### config.mk
export PLATFORM = sky130hd
export DESIGN_NAME = ctr_pair_top
export DESIGN_NICKNAME = d
export VERILOG_FILES = /design/src/rtl/ctr_pair_pkg.sv /design/src/rtl/split_counter.sv /design/src/rtl/inhibit_reg.sv /design/src/rtl/ctr_pair_top.sv
export SDC_FILE = /design/constraint.sdc
export NUM_CORES = 1
export LEC_CHECK = 0
export BUFFER_PORTS_ARGS = -buffer_cell sky130_fd_sc_hd__buf_4
export CORE_MARGIN = 2
export CORE_UTILIZATION = 45
export DETAILED_ROUTE_END_ITERATION = 12
export GPL_ROUTABILITY_DRIVEN = 1
export HOLD_SLACK_MARGIN = 0.03
export PLACE_DENSITY = 0.77
export SLEW_MARGIN = 20
export SYNTH_ARGS = -nofsm -noshare
export SYNTH_HDL_FRONTEND = slang
export SYNTH_SLANG_ARGS = --single-unit
export TNS_END_PERCENT = 30
### constraint.sdc
create_clock -name clk -period 9.3 [get_ports clk]
set_input_delay 0 -clock clk [delete_from_list [all_inputs] [get_ports clk]]
set_output_delay 0 -clock clk [all_outputs]
set_load 0.01 [all_outputs]
### src/rtl/ctr_pair_pkg.sv
package ctr_pair_pkg;
    localparam int unsigned WORD_W = 32;
    localparam int unsigned INH_W  = 3;
    localparam int unsigned CYC_INH_BIT = 0;
    localparam int unsigned RET_INH_BIT = 2;

    typedef enum logic [1:0] {
        SEL_CYC_LO = 2'd0,
        SEL_CYC_HI = 2'd1,
        SEL_RET_LO = 2'd2,
        SEL_RET_HI = 2'd3
    } word_sel_e;
endpackage

### src/rtl/split_counter.sv
module split_counter #(
    parameter int unsigned WORD_W = 32,
    parameter int unsigned HALVES = 2
) (
    input  logic                       clk,
    input  logic                       rst_n,
    input  logic                       adv_i,
    input  logic                       wr_en_i,
    input  logic [$clog2(HALVES)-1:0]  wr_half_i,
    input  logic [WORD_W-1:0]          wr_data_i,
    output logic [HALVES*WORD_W-1:0]   value_o
);
    localparam int unsigned FULL_W = HALVES * WORD_W;
    localparam int unsigned SEL_W  = $clog2(HALVES);

    logic [WORD_W-1:0] half_q [HALVES];
    logic [FULL_W-1:0] sum;

    assign sum = value_o + {{(FULL_W-1){1'b0}}, adv_i};

    for (genvar h = 0; h < HALVES; h++) begin : g_half
        always_ff @(posedge clk or negedge rst_n) begin
            if (!rst_n) begin
                half_q[h] <= '0;
            end else if (wr_en_i && (wr_half_i == SEL_W'(h))) begin
                half_q[h] <= wr_data_i;
            end else begin
                half_q[h] <= sum[h*WORD_W +: WORD_W];
            end
        end
        assign value_o[h*WORD_W +: WORD_W] = half_q[h];
    end


    adv_step_chk: assert property (@(posedge clk) disable iff (!rst_n)
        (adv_i && !wr_en_i) |=> (value_o == $past(value_o) + FULL_W'(1)));


    hold_chk: assert property (@(posedge clk) disable iff (!rst_n)
        (!adv_i && !wr_en_i) |=> $stable(value_o));


    wr_lo_chk: assert property (@(posedge clk) disable iff (!rst_n)
        (wr_en_i && wr_half_i == '0) |=> (value_o[WORD_W-1:0] == $past(wr_data_i)));


    wr_hi_keeps_lo_chk: assert property (@(posedge clk) disable iff (!rst_n)
        (wr_en_i && wr_half_i != '0 && adv_i)
        |=> (value_o[WORD_W-1:0] == $past(value_o[WORD_W-1:0]) + WORD_W'(1)));
endmodule

### src/rtl/inhibit_reg.sv
module inhibit_reg
    import ctr_pair_pkg::*;
#(
    parameter int unsigned DATA_W = 32
) (
    input  logic              clk,
    input  logic              rst_n,
    input  logic              we_i,
    input  logic [DATA_W-1:0] data_i,
    output logic [INH_W-1:0]  inh_o
);
    localparam logic [INH_W-1:0] KEEP_MASK =
        INH_W'((1 << CYC_INH_BIT) | (1 << RET_INH_BIT));

    logic [INH_W-1:0] inh_q;

    always_ff @(posedge clk or negedge rst_n) begin
        if (!rst_n) begin
            inh_q <= '0;
        end else if (we_i) begin
            inh_q <= data_i[INH_W-1:0] & KEEP_MASK;
        end
    end

    assign inh_o = inh_q;


    inh_store_chk: assert property (@(posedge clk) disable iff (!rst_n)
        we_i |=> (inh_o == {$past(data_i[2]), 1'b0, $past(data_i[0])}));


    inh_keep_chk: assert property (@(posedge clk) disable iff (!rst_n)
        !we_i |=> $stable(inh_o));
endmodule

### src/rtl/ctr_pair_top.sv
module ctr_pair_top
    import ctr_pair_pkg::*;
(
    input  logic              clk,
    input  logic              rst_n,
    input  logic              step_i,
    input  logic              retire_i,
    input  logic              wr_en_i,
    input  logic [1:0]        wr_sel_i,
    input  logic [WORD_W-1:0] wr_data_i,
    input  logic              inh_we_i,
    input  logic [WORD_W-1:0] inh_data_i,
    output logic [WORD_W-1:0] cyc_lo_o,
    output logic [WORD_W-1:0] cyc_hi_o,
    output logic [WORD_W-1:0] ret_lo_o,
    output logic [WORD_W-1:0] ret_hi_o,
    output logic [INH_W-1:0]  inh_o
);
    logic [INH_W-1:0]    inh;
    logic                cyc_adv, ret_adv;
    logic                cyc_we, ret_we;
    logic [2*WORD_W-1:0] cyc_val, ret_val;
    word_sel_e           sel;

    assign sel     = word_sel_e'(wr_sel_i);
    assign cyc_we  = wr_en_i && (sel == SEL_CYC_LO || sel == SEL_CYC_HI);
    assign ret_we  = wr_en_i && (sel == SEL_RET_LO || sel == SEL_RET_HI);
    assign cyc_adv = step_i && !inh[CYC_INH_BIT];
    assign ret_adv = step_i && retire_i && !inh[RET_INH_BIT];

    inhibit_reg #(.DATA_W(WORD_W)) u_inh (
        .clk    (clk),
        .rst_n  (rst_n),
        .we_i   (inh_we_i),
        .data_i (inh_data_i),
        .inh_o  (inh)
    );

    split_counter #(.WORD_W(WORD_W), .HALVES(2)) u_cyc (
        .clk       (clk),
        .rst_n     (rst_n),
        .adv_i     (cyc_adv),
        .wr_en_i   (cyc_we),
        .wr_half_i (wr_sel_i[0]),
        .wr_data_i (wr_data_i),
        .value_o   (cyc_val)
    );

    split_counter #(.WORD_W(WORD_W), .HALVES(2)) u_ret (
        .clk       (clk),
        .rst_n     (rst_n),
        .adv_i     (ret_adv),
        .wr_en_i   (ret_we),
        .wr_half_i (wr_sel_i[0]),
        .wr_data_i (wr_data_i),
        .value_o   (ret_val)
    );

    assign cyc_lo_o = cyc_val[WORD_W-1:0];
    assign cyc_hi_o = cyc_val[2*WORD_W-1:WORD_W];
    assign ret_lo_o = ret_val[WORD_W-1:0];
    assign ret_hi_o = ret_val[2*WORD_W-1:WORD_W];
    assign inh_o    = inh;


    cyc_inhibit_chk: assert property (@(posedge clk) disable iff (!rst_n)
        (inh_o[CYC_INH_BIT] && !cyc_we) |=> ({cyc_hi_o, cyc_lo_o} == $past({cyc_hi_o, cyc_lo_o})));


    ret_no_strobe_chk: assert property (@(posedge clk) disable iff (!rst_n)
        (!retire_i && !ret_we) |=> ({ret_hi_o, ret_lo_o} == $past({ret_hi_o, ret_lo_o})));


    ret_inhibit_chk: assert property (@(posedge clk) disable iff (!rst_n)
        (inh_o[RET_INH_BIT] && !ret_we) |=> $stable({ret_hi_o, ret_lo_o}));
endmodule

==> impl_metrics.py <==
metrics = {
    "global_routing": {
        "grt_overflow_total": 0,
        "grt_max_degree": 76,
        "grt_pass1_vias": 6916,
        "antenna_found_initial": 0,
        "grtUsageTotal": 0.282,
        "grt_pass1_wl_um": 38200,
    },
    "cells_and_area": {
        "drive_gt1_frac": 0.216,
        "areaGrowthSynthToFinish_pct": 31.7,
        "nets": 1115,
        "diodes": 0,
        "layout_common_cells": "buf_4, dfrtp_1, nor2_1",
        "layout_commonest_cell": "buf_4",
    },
    "power_and_ir_drop": {
        "seq_power_share": 0.404,
        "total_power_mw": 2.08,
        "p_sw_mw": 0.684,
        "p_comb_frac": 0.252,
        "vdd_drop_max_mv": 0.152,
        "p_clk_frac": 0.344,
        "leakage_nw": 3.83,
        "intPower_mw": 1.40,
        "power.density_nw_per_um2": 212,
        "p_sw_frac": 0.328,
    },
    "floorplanning": {
        "dieArea_um2": 17600,
        "start_util": 0.455,
        "die_x_um": 133,
        "core_area_um2": 16300,
        "io_pins": 203,
        "die_y_um": 133,
        "row_count": 47,
    },
    "yosys": {
        "postSynthRegisterBits": 130,
        "synthArstFlopShare": 1.00,
        "synth-edff-count": 0,
        "synth_seq_area_share": 0.437,
        "syn_area_per_cell_um2": 8.70,
        "yosys-top-cells-area": "dfrtp_1, xnor2_1, nor2_1",
        "netlist_instances": 856,
        "syn_area_um2": 7440,
        "syn_nets": 932,
        "yosys.area.top_type": "dfrtp_1",
        "synth.distinct_cells": 43,
        "synth.top_cell.area_share": 0.437,
        "synthFlopType": "dfrtp_1",
        "synth_warnings": 0,
    },
    "detailed_routing": {
        "num_vias": 7438,
        "antenna_left": 0,
        "routed_wl_um": 24500,
        "drt_iter0_drc": 653,
        "route.detailed.drc": 0,
        "drt_first_pass_iters": 5,
        "drt-vias-per-instance": 5.85,
        "wl_per_cell_um": 19.2,
    },
    "worst_setup_path": {
        "cp_slowest_cell": "or4_1",
        "cpLargestDelayFamily": "simple AND/OR/NAND/NOR gates",
        "crit_chain": "nor2_1, ha_1, ha_1, nand3_4, or4_1, or3_1, or4_1, a31oi_1",
        "cpPeakStageDelay_ns": 0.70,
        "timing.critical_path.buf_inv": 0,
        "path_max_fanout": 17,
        "crit_required_ns": 9.64,
        "arrival_ns": 3.67,
        "critPathCaptureType": "flip-flop",
        "startpoint_type": "flip-flop",
        "r2r_slack_ns": 5.96,
        "crit_type": "flip-flop to flip-flop",
    },
    "sta": {
        "clock_skew_ns": 0.00575,
        "tightest_slew_ns": 0.980,
        "rsz0062_at_grt": "no",
        "finalCriticalPeriod_ns": 3.34,
        "tns_ns": 0,
        "max_slew_margin": 0.346,
        "fmaxAchievable_ghz": 0.300,
        "setup_violations": 0,
        "drv_slew": 0,
        "final_hold_viol_count": 0,
        "fin_crit_sh": 0.359,
    },
    "status": {
        "status": "finished clean",
    },
    "clock_tree": {
        "clk_pin_slew_ns": 0.06,
        "cts_max_level": 4,
        "cts_tree": "built",
        "numCtsBuffers": 17,
        "cts_setup_buffers": 0,
        "numClockSinks": 130,
        "clk_root_buffer_cell": "clkbuf_16",
        "cts_buffer_depth": 2,
        "clk_latency_ns": 0.43,
    },
    "place": {
        "dp_hpwl_um": 16600,
        "routabilityCongestion": 0.930,
        "numPortBuffers": 171,
    },
    "min_path": {
        "min_path_type": "primary input to flip-flop",
    },
    "flow_run": {
        "cap_violations": 0,
    },
}
==> worst min-delay path: stages <==
cell     delay, ns
buf_4         0.08
nor2b_1       0.12
ha_1          0.13
mux2_2        0.13
==> power by group through the flow <==
stage / Clock (mW) / Combinational, mW / Sequential, mW
CTS: 0.723 / 0.525 / 0.837
global placement: 0 / 0.497 / 0.842
global route: 0.746 / 0.569 / 0.860
detailed placement: 0 / 0.509 / 0.844
finish: 0.717 / 0.524 / 0.840
floorplan: 0 / 0.204 / 0.860
==> synth_stat cells (2+ instances only) <==
cell type and count:
a31oi_1 41, mux2_2 7, or3_2 2, nor2_1 106, buf_1 3, clkbuf_8 2
ha_1 4, or3_1 21, nand3_1 43, nand3b_1 2, clkbuf_1 36, nand4_1 45
nor3_1 10, o21ai_0 49, or4_1 30, xor2_1 32, nand2_1 80, o21ai_1 4
nor4_1 28, xnor2_1 51, inv_1 10, and2_2 2, buf_2 3, a21oi_1 45
and4_1 6, dfrtp_1 130, buf_6 2, o31ai_1 24, and3_1 24
==> per-layer routing <==
metal,up-vias,global-route usage,wire [µm]
met1,3530,0.381,10200
li1,3506,-,-
met5,-,0,0
met4,0,0.110,758
met2,353,0.438,11200
met3,49,0.0670,2290
==> final timing paths <==
path                                        startpoint                     endpoint  cells past startpoint
hold reg to reg            u_ret.value_o[63]$_DFF_PN0_  u_ret.value_o[63]$_DFF_PN0_                      2
setup / recovery            u_inh.inh_o[2]$_DFFE_PN0P_  u_ret.value_o[58]$_DFF_PN0_                      8
max in group asynchronous                        rst_n  u_ret.value_o[44]$_DFF_PN0_                      3
setup reg to reg            u_inh.inh_o[2]$_DFFE_PN0P_  u_ret.value_o[58]$_DFF_PN0_                      8
hold / removal                                  step_i   u_cyc.value_o[0]$_DFF_PN0_                      4
min in group asynchronous                        rst_n   u_cyc.value_o[7]$_DFF_PN0_                      2
==> logic make-up (layout without fill, tap and decap cells) <==
kind of cell	after synthesis	count (layout)	share of synthesized area
AO/OA/AOI/OAI	164	164	0.126
XOR/XNOR	83	83	0.0977
adder cells (fa/ha/maj)	4	4	0.00672
buffers and inverters	59	255	0.0368
flip-flops	130	130	0.437
multiplexers	7	7	0.0106
other	1	1	0.000504
AND/OR/NAND/NOR	408	408	0.285
==> final cells by class <==
type / count / area [µm²]
fill: 1428 / 6540
multi-input combinational: 667 / 3920
sequential: 130 / 3250
timing repair buffer: 213 / 1690
clock buffer: 18 / 439
tap: 220 / 275
clock inverter: 14 / 188
inverter: 10 / 37.5
==> metrics by stage <==
stage | hold slack [ns] | area [µm²] | util | std cells | worst slack, ns
4_1_cts | 0.0583 | 9810 | 0.600 | 1272 | 5.98
2_1_floorplan | -0.296 | 7440 | - | 856 | 6.30
3_5_place_dp | 0.114 | 8810 | 0.539 | 1203 | 6.02
5_1_grt | 0.0963 | 9810 | 0.600 | 1272 | 5.78
6_report | 0.0798 | 9810 | 0.600 | 1272 | 5.96
3_3_place_gp | 0.105 | 8810 | 0.539 | 1203 | 6.06
==> registers in the layout, summed over array words and instances, names as in the netlist <==
signal	count
u_inh.inh_o	2
u_ret.value_o	64
u_cyc.value_o	64
==> timing repair <==
action                    CTS  global route
gates resized for setup     0             0
hold buffers               37             0
hold endpoints to repair  185             0
(Power assumes the default switching activity.)
